**config.mk**
```make
export PLATFORM = sky130hd
export DESIGN_NAME = sdr_timing_guard
export DESIGN_NICKNAME = d
export VERILOG_FILES = /design/src/rtl/sdr_guard_pkg.sv /design/src/rtl/sdr_win_cnt.sv /design/src/rtl/sdr_bank_fsm.sv /design/src/rtl/sdr_shared_win.sv /design/src/rtl/sdr_timing_guard.sv
export SDC_FILE = /design/constraint.sdc
export NUM_CORES = 1
export LEC_CHECK = 0
export BUFFER_PORTS_ARGS = -buffer_cell sky130_fd_sc_hd__buf_2
export CORE_ASPECT_RATIO = 1.1
export CORE_MARGIN = 2
export CORE_UTILIZATION = 39
export DETAILED_ROUTE_END_ITERATION = 6
export SLEW_MARGIN = 30
export SYNTH_ARGS = -nofsm -noshare
export SYNTH_HDL_FRONTEND = slang
export SYNTH_HIERARCHICAL = 1
export SYNTH_SLANG_ARGS = --single-unit
export TNS_END_PERCENT = 10
```
**constraint.sdc**
```tcl
create_clock -name clk -period 2.9 [get_ports clk]
set_clock_uncertainty 0.15 [all_clocks]
set_input_delay 0.58 -clock clk [delete_from_list [all_inputs] [get_ports clk]]
set_output_delay 0.58 -clock clk [all_outputs]
set_load 0.05 [all_outputs]
```
**src/rtl/sdr_guard_pkg.sv**
```systemverilog
package sdr_guard_pkg;

    typedef enum logic [2:0] {
        CMD_NOP = 3'd0,
        CMD_ACT = 3'd1,
        CMD_RD  = 3'd2,
        CMD_WR  = 3'd3,
        CMD_PRE = 3'd4,
        CMD_BST = 3'd5
    } sdr_cmd_e;

    typedef enum logic {
        BK_CLOSED = 1'b0,
        BK_OPEN   = 1'b1
    } bank_state_e;

    // ceil(limit / period), never below one cycle
    function automatic int cyc_of(input int lim_ps, input int clk_ps);
        int c;
        c = (lim_ps + clk_ps - 1) / clk_ps;
        return (c < 1) ? 1 : c;
    endfunction

endpackage

```
**src/rtl/sdr_win_cnt.sv**
```systemverilog
module sdr_win_cnt #(
    parameter int W = 8
) (
    input  logic         clk,
    input  logic         rst_n,
    input  logic         load_i,
    input  logic [W-1:0] val_i,
    output logic         done_o
);
    logic [W-1:0] cnt_q;

    always_ff @(posedge clk or negedge rst_n) begin
        if (!rst_n)
            cnt_q <= '0;
        else if (load_i)
            cnt_q <= val_i;
        else if (cnt_q != '0)
            cnt_q <= cnt_q - 1'b1;
    end

    assign done_o = (cnt_q == '0);
endmodule

```
**src/rtl/sdr_bank_fsm.sv**
```systemverilog
module sdr_bank_fsm
    import sdr_guard_pkg::*;
#(
    parameter int W       = 16,
    parameter int RC      = 9,
    parameter int RCD     = 2,
    parameter int RAS     = 5,
    parameter int RP      = 2,
    parameter int DPL     = 2,
    parameter int DAL     = 4,
    parameter int RASMAX  = 10000,
    parameter int WARN_AT = 9984
) (
    input  logic clk,
    input  logic rst_n,
    input  logic act_i,
    input  logic pre_i,
    input  logic wdv_i,
    output logic act_ok_o,
    output logic rdwr_ok_o,
    output logic pre_ok_o,
    output logic warn_o
);
    bank_state_e state_q, state_d;
    logic rc_done, rcd_done, ras_done, rp_done, dpl_done, dal_done;
    logic [W-1:0] open_q;

    sdr_win_cnt #(.W(W)) u_rc  (.clk(clk), .rst_n(rst_n), .load_i(act_i), .val_i(W'(RC - 1)),  .done_o(rc_done));
    sdr_win_cnt #(.W(W)) u_rcd (.clk(clk), .rst_n(rst_n), .load_i(act_i), .val_i(W'(RCD - 1)), .done_o(rcd_done));
    sdr_win_cnt #(.W(W)) u_ras (.clk(clk), .rst_n(rst_n), .load_i(act_i), .val_i(W'(RAS - 1)), .done_o(ras_done));
    sdr_win_cnt #(.W(W)) u_rp  (.clk(clk), .rst_n(rst_n), .load_i(pre_i), .val_i(W'(RP - 1)),  .done_o(rp_done));
    sdr_win_cnt #(.W(W)) u_dpl (.clk(clk), .rst_n(rst_n), .load_i(wdv_i), .val_i(W'(DPL - 1)), .done_o(dpl_done));
    sdr_win_cnt #(.W(W)) u_dal (.clk(clk), .rst_n(rst_n), .load_i(wdv_i), .val_i(W'(DAL - 1)), .done_o(dal_done));

    // state register
    always_ff @(posedge clk or negedge rst_n) begin
        if (!rst_n)
            state_q <= BK_CLOSED;
        else
            state_q <= state_d;
    end

    always_comb begin
        state_d = state_q;
        unique case (state_q)
            BK_CLOSED: if (act_i) state_d = BK_OPEN;
            BK_OPEN:   if (pre_i) state_d = BK_CLOSED;
        endcase
    end

    // open-row age, saturating at the maximum active time
    always_ff @(posedge clk or negedge rst_n) begin
        if (!rst_n)
            open_q <= '0;
        else if (act_i)
            open_q <= W'(1);
        else if (state_q == BK_OPEN && open_q != W'(RASMAX))
            open_q <= open_q + 1'b1;
    end

    // outputs
    always_comb begin
        act_ok_o  = 1'b0;
        rdwr_ok_o = 1'b0;
        pre_ok_o  = 1'b0;
        warn_o    = 1'b0;
        unique case (state_q)
            BK_CLOSED: act_ok_o = rc_done && rp_done && dal_done;
            BK_OPEN: begin
                rdwr_ok_o = rcd_done;
                pre_ok_o  = ras_done && dpl_done && !wdv_i;
                warn_o    = (open_q == W'(WARN_AT));
            end
        endcase
    end

    assert_closed_no_col_R12: assert property (@(posedge clk) disable iff (!rst_n)
        pre_i |=> (!rdwr_ok_o && !pre_ok_o));

    generate
        if (RC > 1) begin : g_rc_chk
            assert_act_spacing_R3: assert property (@(posedge clk) disable iff (!rst_n)
                act_i |=> !act_ok_o);
        end
        if (DPL > 1) begin : g_dpl_chk
            assert_wdata_to_pre_R8: assert property (@(posedge clk) disable iff (!rst_n)
                wdv_i |=> !pre_ok_o);
        end
        if (WARN_AT < RASMAX) begin : g_warn_chk
            assert_warn_single_R11: assert property (@(posedge clk) disable iff (!rst_n)
                warn_o |=> !warn_o);
        end
    endgenerate
endmodule

```
**src/rtl/sdr_shared_win.sv**
```systemverilog
module sdr_shared_win #(
    parameter int NB  = 4,
    parameter int BW  = 2,
    parameter int W   = 16,
    parameter int RRD = 2,
    parameter int BDL = 1
) (
    input  logic          clk,
    input  logic          rst_n,
    input  logic          any_act_i,
    input  logic          wr_cmd_i,
    input  logic [BW-1:0] bank_i,
    input  logic          wdv_i,
    output logic          rrd_done_o,
    output logic          bst_ok_o,
    output logic [BW-1:0] wbank_o
);
    logic          bdl_done;
    logic [BW-1:0] wbank_q;

    sdr_win_cnt #(.W(W)) u_rrd (.clk(clk), .rst_n(rst_n), .load_i(any_act_i), .val_i(W'(RRD - 1)), .done_o(rrd_done_o));
    sdr_win_cnt #(.W(W)) u_bdl (.clk(clk), .rst_n(rst_n), .load_i(wdv_i),     .val_i(W'(BDL - 1)), .done_o(bdl_done));

    always_ff @(posedge clk or negedge rst_n) begin
        if (!rst_n)
            wbank_q <= '0;
        else if (wr_cmd_i)
            wbank_q <= bank_i;
    end

    // write data travels with the WRITE command in its first cycle
    assign wbank_o  = wr_cmd_i ? bank_i : wbank_q;
    assign bst_ok_o = bdl_done && !wdv_i;

    generate
        if (BDL == 1) begin : g_bdl_chk
            assert_bst_after_data_R13: assert property (@(posedge clk) disable iff (!rst_n)
                wdv_i |=> (bst_ok_o || wdv_i));
        end
    endgenerate
endmodule

```
**src/rtl/sdr_timing_guard.sv**
```systemverilog
module sdr_timing_guard
    import sdr_guard_pkg::*;
#(
    parameter int NUM_BANKS   = 4,
    parameter int CLK_PS      = 10000,
    parameter int SPEED_GRADE = 0,
    parameter int WARN_MARGIN = 16
) (
    input  logic                         clk,
    input  logic                         rst_n,
    input  logic [2:0]                   cmd_i,
    input  logic [$clog2(NUM_BANKS)-1:0] bank_i,
    input  logic                         wdata_vld_i,
    output logic [NUM_BANKS-1:0]         act_ok_o,
    output logic [NUM_BANKS-1:0]         rd_ok_o,
    output logic [NUM_BANKS-1:0]         wr_ok_o,
    output logic [NUM_BANKS-1:0]         pre_ok_o,
    output logic                         bst_ok_o,
    output logic [NUM_BANKS-1:0]         ras_warn_o
);
    localparam int BW        = $clog2(NUM_BANKS);
    localparam int RC_PS     = 90000;
    localparam int RAS_PS    = (SPEED_GRADE == 0) ? 42000 : 45000;
    localparam int RASMAX_PS = 100000000;
    localparam int RP_PS     = (SPEED_GRADE == 0) ? 18000 : 22500;
    localparam int RCD_PS    = (SPEED_GRADE == 0) ? 18000 : 22500;
    localparam int RRD_PS    = (SPEED_GRADE == 0) ? 12000 : 15000;
    localparam int DAL_PS    = (SPEED_GRADE == 0) ? 33000 : 37500;

    localparam int RC_CYC     = cyc_of(RC_PS, CLK_PS);
    localparam int RAS_CYC    = cyc_of(RAS_PS, CLK_PS);
    localparam int RASMAX_CYC = cyc_of(RASMAX_PS, CLK_PS);
    localparam int RP_CYC     = cyc_of(RP_PS, CLK_PS);
    localparam int RCD_CYC    = cyc_of(RCD_PS, CLK_PS);
    localparam int RRD_CYC    = cyc_of(RRD_PS, CLK_PS);
    localparam int DAL_CYC    = cyc_of(DAL_PS, CLK_PS);
    localparam int DPL_CYC    = 2;
    localparam int BDL_CYC    = 1;
    localparam int WARN_AT    = RASMAX_CYC - WARN_MARGIN;
    localparam int CW         = $clog2(RASMAX_CYC + 1) + 1;

    logic          is_act, is_pre, is_wr;
    logic          rrd_done;
    logic [BW-1:0] wbank;
    logic [NUM_BANKS-1:0] bank_act_ok, bank_rdwr_ok;

    assign is_act = (cmd_i == CMD_ACT);
    assign is_pre = (cmd_i == CMD_PRE);
    assign is_wr  = (cmd_i == CMD_WR);

    sdr_shared_win #(
        .NB(NUM_BANKS), .BW(BW), .W(CW), .RRD(RRD_CYC), .BDL(BDL_CYC)
    ) u_shared (
        .clk(clk), .rst_n(rst_n),
        .any_act_i(is_act), .wr_cmd_i(is_wr), .bank_i(bank_i), .wdv_i(wdata_vld_i),
        .rrd_done_o(rrd_done), .bst_ok_o(bst_ok_o), .wbank_o(wbank)
    );

    generate
        for (genvar b = 0; b < NUM_BANKS; b++) begin : g_bank
            logic act_here, pre_here, wdv_here;
            assign act_here = is_act && (bank_i == BW'(b));
            assign pre_here = is_pre && (bank_i == BW'(b));
            assign wdv_here = wdata_vld_i && (wbank == BW'(b));

            sdr_bank_fsm #(
                .W(CW), .RC(RC_CYC), .RCD(RCD_CYC), .RAS(RAS_CYC), .RP(RP_CYC),
                .DPL(DPL_CYC), .DAL(DAL_CYC), .RASMAX(RASMAX_CYC), .WARN_AT(WARN_AT)
            ) u_bank (
                .clk(clk), .rst_n(rst_n),
                .act_i(act_here), .pre_i(pre_here), .wdv_i(wdv_here),
                .act_ok_o(bank_act_ok[b]), .rdwr_ok_o(bank_rdwr_ok[b]),
                .pre_ok_o(pre_ok_o[b]), .warn_o(ras_warn_o[b])
            );

            assign act_ok_o[b] = bank_act_ok[b] && rrd_done;
            assign rd_ok_o[b]  = bank_rdwr_ok[b];
            assign wr_ok_o[b]  = bank_rdwr_ok[b];
        end

        if (RRD_CYC > 1) begin : g_rrd_chk
            assert_cross_bank_act_R7: assert property (@(posedge clk) disable iff (!rst_n)
                is_act |=> (act_ok_o == '0));
        end
    endgenerate

    assert_warn_onehot_R11: assert property (@(posedge clk) disable iff (!rst_n)
        is_act |=> $onehot0(ras_warn_o));
endmodule

```
==> impl_metrics.tcl, run 1 <==
set metrics [dict create \
    crit_path_start_kind "flop" \
    syn_area_um2 25500 \
    tritoncts "done" \
    violations "negative setup slack" \
    ys_ff_latch 456 \
    setup_viol 17 \
    drt_wl_total_um 54000 \
    hold_path.class "primary input to flop" \
    area_growth_pct 22.3 \
    fmax_ghz 0.298 \
    max-clock-path-buffers 3 \
    ioPinCount 29 \
    cts_root_buffer "clkbuf_16" \
    drive_gt1_share_pct 15.4 \
    clock_sinks 456 \
    start_util_pct 39.3 \
    drtIter0Drc 1055 \
    synthTopCellsByArea "dfrtp_1 45%, xor2_1 7.7%, a22o_1 7.1%" \
    synth_cells 2483 \
    fin_crit_sh_pct 116 \
    met2_usage_pct 28.1 \
    path_max_fanout 2 \
    final_common_cell "dfrtp_1" \
    most-common-layout-cells "454 x dfrtp_1, 390 x conb_1, 224 x xor2_1" \
    ant_nets 0 \
    hold_viol_final 0 \
    io_buffers 28 \
    die_w_um 248 \
    async_reset_ff_share_pct 100 \
    antenna_found_initial 1 \
    clk_pin_slew_ns 0.06 \
    grt_overflow 0 \
    grtUsageTotal_pct 16.5 \
    row_count 98 \
    wl_per_cell_um 14.0 \
    detailedPlace.worstSlack_ns -0.0207 \
    crit_path_end_kind "output port" \
    grt_pass1_vias 20000 \
    status "finished with violations" \
    htreeDepth 2 \
    fp.dieH_um 272 \
    critPathRequiredTime_ns 2.17 \
    yosysTopAreaCell "dfrtp_1" \
    powerDensity_nw_per_um2 942 \
    grtUsageMet3_pct 2.67 \
    avgSynthCellArea_um2 10.3 \
    core_area_um2 64900 \
    maxCapViolCount 0 \
    timing.final.crit_period_ns 3.35 \
    detail_route.vias_per_cell 5.04 \
    leakage_nw 14.4 \
    gr-usage-met1_pct 21.6 \
    dieArea_um2 67400 \
    worst_slack_ns -0.453 \
    worst_slew_pin_slew_ns 0.568 \
    yosysWarnings 6 \
    synth_ff_type "dfrtp_1" \
    cts_buffers 53 \
    grt_pass1_wl_um 94900 \
    synth_edf_count 0 \
    place_congestion 0.793 \
    postLayoutCellArea_um2 31200 \
    slew_viol_final 0 \
    drtPass1Iterations 5 \
    num_vias 19500 \
    finish.net_count 3022 \
    arrival_ns 2.62 \
    yosysUniqueCellTypes 48 \
    insertion_delay_ns 0.61 \
    ys_seq_area_share_pct 44.8 \
    path_class "flop to output port" \
    gr-max-usage-layer "met2" \
    drc 0 \
    ir_worst_vdd_v 0.000543 \
    place_area_um2 28800 \
    grt_max_degree 89 \
    diodes 0 \
    hpwlAfterDp_um 35800 \
    slew_headroom_pct 62.1 \
    yosysTopAreaCellShare_pct 44.8 \
    rsz0062_at_grt "yes" \
]
[report_power, final]
part           internal (W)  switching (W)  total (W)
logic               0.00550        0.00468     0.0102
registers           0.00926        0.00299     0.0122
clock network       0.00419        0.00275    0.00695
[state kept, by name, summed over array words and instances, names as in the netlist]
signal                     cells
g_bank.u_bank/state_q          4
g_bank.u_bank/u_rc/cnt_q      60
u_shared/u_rrd/cnt_q          15
u_shared/u_bdl/cnt_q          15
g_bank.u_bank/u_dpl/cnt_q     60
g_bank.u_bank/open_q          60
g_bank.u_bank/u_rcd/cnt_q     60
g_bank.u_bank/u_dal/cnt_q     60
g_bank.u_bank/u_ras/cnt_q     60
g_bank.u_bank/u_rp/cnt_q      60
u_shared/wbank_q               2
[critical path, cell delays in order, from the launching register on]
cell and delay [ns]:
dfrtp_1 0.39, inv_2 0.06, ha_2 0.17, or4b_4 0.48
nor4b_4 0.34, and4b_1 0.28, and2_4 0.16, buf_12 0.13
[worst paths after layout]
check,startpoint,cells after the start,slack (ns),to
worst min register to register,g_bank[3].u_bank/u_rc/cnt_q[14],2,0.38,g_bank[3].u_bank/u_rc/cnt_q[14]
max in group asynchronous,rst_n,3,1.43,g_bank[0].u_bank/u_ras/cnt_q[0]
worst max-delay path,g_bank[1].u_bank/u_dal/cnt_q[0],7,-0.45,act_ok_o[1]
worst max register to register,u_shared/u_rrd/cnt_q[0],8,0.48,u_shared/u_rrd/cnt_q[7]
min in group asynchronous,rst_n,2,0.40,g_bank[2].u_bank/u_ras/cnt_q[6]
worst min-delay path,bank_i[1],3,0.29,u_shared/wbank_q[1]
[per-stage QoR]
step / instances / util [%] / setup TNS [ns] / power [W] / hold slack, ns
floorplan: 2863 / - / -0.795 / 0.0194 / 0.134
global placement: 3758 / 44.5 / -0.116 / 0.0215 / 0.366
detailed placement: 3758 / 44.5 / -0.0217 / 0.0221 / 0.372
CTS: 3866 / 47.8 / -6.58 / 0.0295 / 0.232
global route: 3871 / 48.1 / -7.19 / 0.0317 / 0.286
finish: 3871 / 48.1 / -5.22 / 0.0294 / 0.288
[per-layer routing]
layer | up-vias | wire length, um
met3 | 62 | 1570
li1 | 9810 | -
met2 | 162 | 26200
met5 | - | 13
met4 | 2 | 956
met1 | 9481 | 25300
[repair_timing]
item	4_1_cts	5_1_grt
hold endpoints to repair	43	0
hold buffers	1	0
setup endpoints to repair	21	21
setup buffers	11	5
resized for setup	79	43
pin swaps	23	25
[final cells by class]
type,count,area (um2)
Tap cell,850,1060
Fill cell,5979,33700
Clock buffer,70,1510
Timing Repair Buffer,182,1610
Inverter,98,368
Sequential cell,456,11400
Clock inverter,26,322
Multi-Input combinational cell,2189,14900
[logic make-up (layout without fill, tap and decap cells)]
| logic type | Yosys count | count (layout) | synth area share, % |
|---|---|---|---|
| compound gates | 548 | 548 | 16.2 |
| xor+xnor | 300 | 300 | 10.3 |
| fa+ha+maj | 34 | 34 | 1.67 |
| buf+inv | 218 | 376 | 3.77 |
| flops | 456 | 456 | 44.8 |
| mux | 40 | 40 | 1.73 |
| other cells | 10 | 390 | 0.147 |
| simple gates | 877 | 877 | 21.4 |
[synth_stat cells (20+ instances only)]
library cell,count
buf_4,30
nor4_1,41
o41ai_1,26
clkbuf_1,86
nor2_2,26
inv_1,98
o21ai_0,86
or4_1,104
ha_1,34
xnor2_1,76
nor2_1,140
a221oi_1,26
mux2_1,26
o21ai_1,26
o31ai_1,104
nand3_1,20
or3_1,60
dfrtp_1,456
a22o_1,208
a21o_1,26
nor4b_4,26
xor2_1,224
nor3_1,144
a211oi_1,26
or3b_2,26
nand2_1,149
or4b_1,26
nor3b_1,35
No activity file was read; power rests on OpenSTA's default activity.
==> run 2, diff against run 1 <==
--- a/config.mk
+++ b/config.mk
@@ -9,6 +9,7 @@
 export CORE_ASPECT_RATIO = 1.1
 export CORE_MARGIN = 2
 export CORE_UTILIZATION = 39
+export CTS_BUF_LIST = sky130_fd_sc_hd__clkbuf_8
 export DETAILED_ROUTE_END_ITERATION = 6
 export SLEW_MARGIN = 30
 export SYNTH_ARGS = -nofsm -noshare
==> run 2 against run 1 <==
Effect of this change:
- the run still ends with negative setup slack left
- routed wire length rose by 0.76%
- worst setup slack worse by 0.044 ns
- power fell by 2.1%
- clock power decreased by 8.5%
- combinational power hardly changed
- largest power group unchanged
==> impl_metrics.tcl, run 2 (synthesized netlist as in run 1, its figures left out) <==
set metrics [dict create \
    status "finished with violations" \
    violations "negative setup slack" \
    intPower_w 0.0183 \
    dieArea_um2 67400 \
    drive_gt1_share_pct 16.1 \
    seq_power_share_pct 42.6 \
    num_vias 19700 \
    drt_wl_total_um 54500 \
    worst_slew_pin_slew_ns 0.581 \
    r2r-start "u_shared/u_rrd/cnt_q[0]" \
    hpwlAfterDp_um 35800 \
    io_buffers 28 \
    place_congestion 0.793 \
    gr-max-usage-layer "met2" \
    leakage_nw 14.4 \
    tns_ns -5.96 \
    hold_path.class "primary input to flop" \
    insertion_delay_ns 0.67 \
    cts_root_buffer "clkbuf_8" \
    swShare_pct 36.3 \
    grt_overflow 0 \
    fp.dieH_um 272 \
    fmax_ghz 0.294 \
    place_area_um2 28800 \
    clk_pin_slew_ns 0.06 \
    ant_nets 0 \
    clkPwrFrac_pct 22.1 \
    row_count 98 \
    crit_path_start_kind "flop" \
    drc 0 \
    final_common_cell "dfrtp_1" \
    path_max_fanout 2 \
    grt_pass1_wl_um 95600 \
    die_w_um 248 \
    stdcell_count 3919 \
    met2_usage_pct 27.7 \
    hold_viol_final 0 \
    drtPass1Iterations 4 \
    combinationalPowerShare_pct 35.3 \
    timing.final.crit_period_ns 3.40 \
    setup_viol 17 \
    worstReg2RegEnd "u_shared/u_rrd/cnt_q[7]" \
    path_class "flop to output port" \
    detail_route.vias_per_cell 5.02 \
    clock_sinks 456 \
    grtUsageTotal_pct 16.6 \
    powerDensity_nw_per_um2 926 \
    slew_viol_final 0 \
    holdPathEnd "u_shared/wbank_q[1]" \
    tritoncts "done" \
    grt_max_degree 89 \
    max-clock-path-buffers 3 \
    ir_worst_vdd_v 0.000433 \
    gr-usage-met1_pct 21.8 \
    hold_start "bank_i[1]" \
    min_path_cells 3 \
    finish.net_count 3053 \
    postLayoutCellArea_um2 31100 \
    p_switching_w 0.0104 \
    most-common-layout-cells "456 x dfrtp_1, 390 x conb_1, 224 x xor2_1" \
    ioPinCount 29 \
    drtIter0Drc 989 \
    crit_path_end_kind "output port" \
    grtUsageMet3_pct 3.05 \
    antenna_found_initial 2 \
    maxCapViolCount 0 \
    numPlacedInstances 3758 \
    cts_buffers 85 \
    wl_per_cell_um 13.9 \
    htreeDepth 3 \
    worst_slack_ns -0.497 \
    grt_pass1_vias 20200 \
    area_growth_pct 21.8 \
    fin_hold_ws_ns 0.229 \
    start_util_pct 39.3 \
    critPathRequiredTime_ns 2.17 \
    arrival_ns 2.67 \
    core_area_um2 64900 \
    slew_headroom_pct 61.3 \
    reg2reg_depth 8 \
    fin_crit_sh_pct 117 \
    rsz0062_at_grt "yes" \
    reg2reg_slack_ns 0.47 \
]
-- run 2: critical path, cell delays in order, from the launching register on --
cell     delay, ns
dfrtp_1       0.39
inv_2         0.06
ha_2          0.16
or4b_4        0.48
nor4b_4       0.35
and4b_1       0.27
and2_4        0.16
buf_12        0.13
-- run 2: power groups by stage --
stage	registers, W	logic [W]	clock network [W]
CTS	0.0122	0.0102	0.00664
global placement	0.0120	0.00945	0
finish	0.0122	0.0101	0.00636
floorplan	0.0114	0.00799	0
detailed placement	0.0122	0.00987	0
global route	0.0127	0.0115	0.00693
-- run 2: metal layers --
layer / up-vias / part of all wire, % / wire [um]
li1: 9874 / - / -
met1: 9507 / 46 / 25200
met2: 191 / 48 / 26300
met3: 81 / 3.3 / 1790
met4: 2 / 2.0 / 1100
met5: - / 0.024 / 13
-- run 2: timing repair --
item / CTS / global route
pin swaps: 33 / 17
endpoints found under the setup margin: 21 / 21
hold buffers: 1 / 0
endpoints found under the hold margin: 43 / 0
setup buffers: 12 / 3
gates resized for setup: 103 / 18
cloned: 0 / 0
-- run 2: worst max-delay path by stage --
stage / from / to / slack (ns) / cells past startpoint
6_report: g_bank[1].u_bank/u_dal/cnt_q[0] / act_ok_o[1] / -0.50 / 7
5_1_grt: g_bank[1].u_bank/u_rc/cnt_q[0] / act_ok_o[1] / -0.63 / 7
4_1_cts: g_bank[1].u_bank/u_dal/cnt_q[1] / act_ok_o[1] / -0.57 / 7
3_5_place_dp: g_bank[0].u_bank/u_dal/cnt_q[0] / act_ok_o[0] / -0.02 / 7
3_3_place_gp: cmd_i[1] / pre_ok_o[3] / -0.04 / 8
2_1_floorplan: g_bank[0].u_bank/u_rp/cnt_q[0] / act_ok_o[0] / -0.13 / 6
-- run 2: metrics by stage --
step / total power, W / utilization [%] / worst slack, ns
floorplan: 0.0194 / - / -0.133
global placement: 0.0215 / 44.5 / -0.0443
detailed placement: 0.0221 / 44.5 / -0.0207
CTS: 0.0290 / 47.8 / -0.569
global route: 0.0311 / 47.9 / -0.626
finish: 0.0287 / 47.9 / -0.497
-- run 2: final cells by class --
class	instances	area, um2
repair buffers	181	1610
flip-flops and latches	456	11400
clock inverters	40	295
multi-input cells	2189	14900
diodes	1	2.50
well taps	850	1060
clock buffers	104	1430
fillers	5989	33800
inverters	98	368
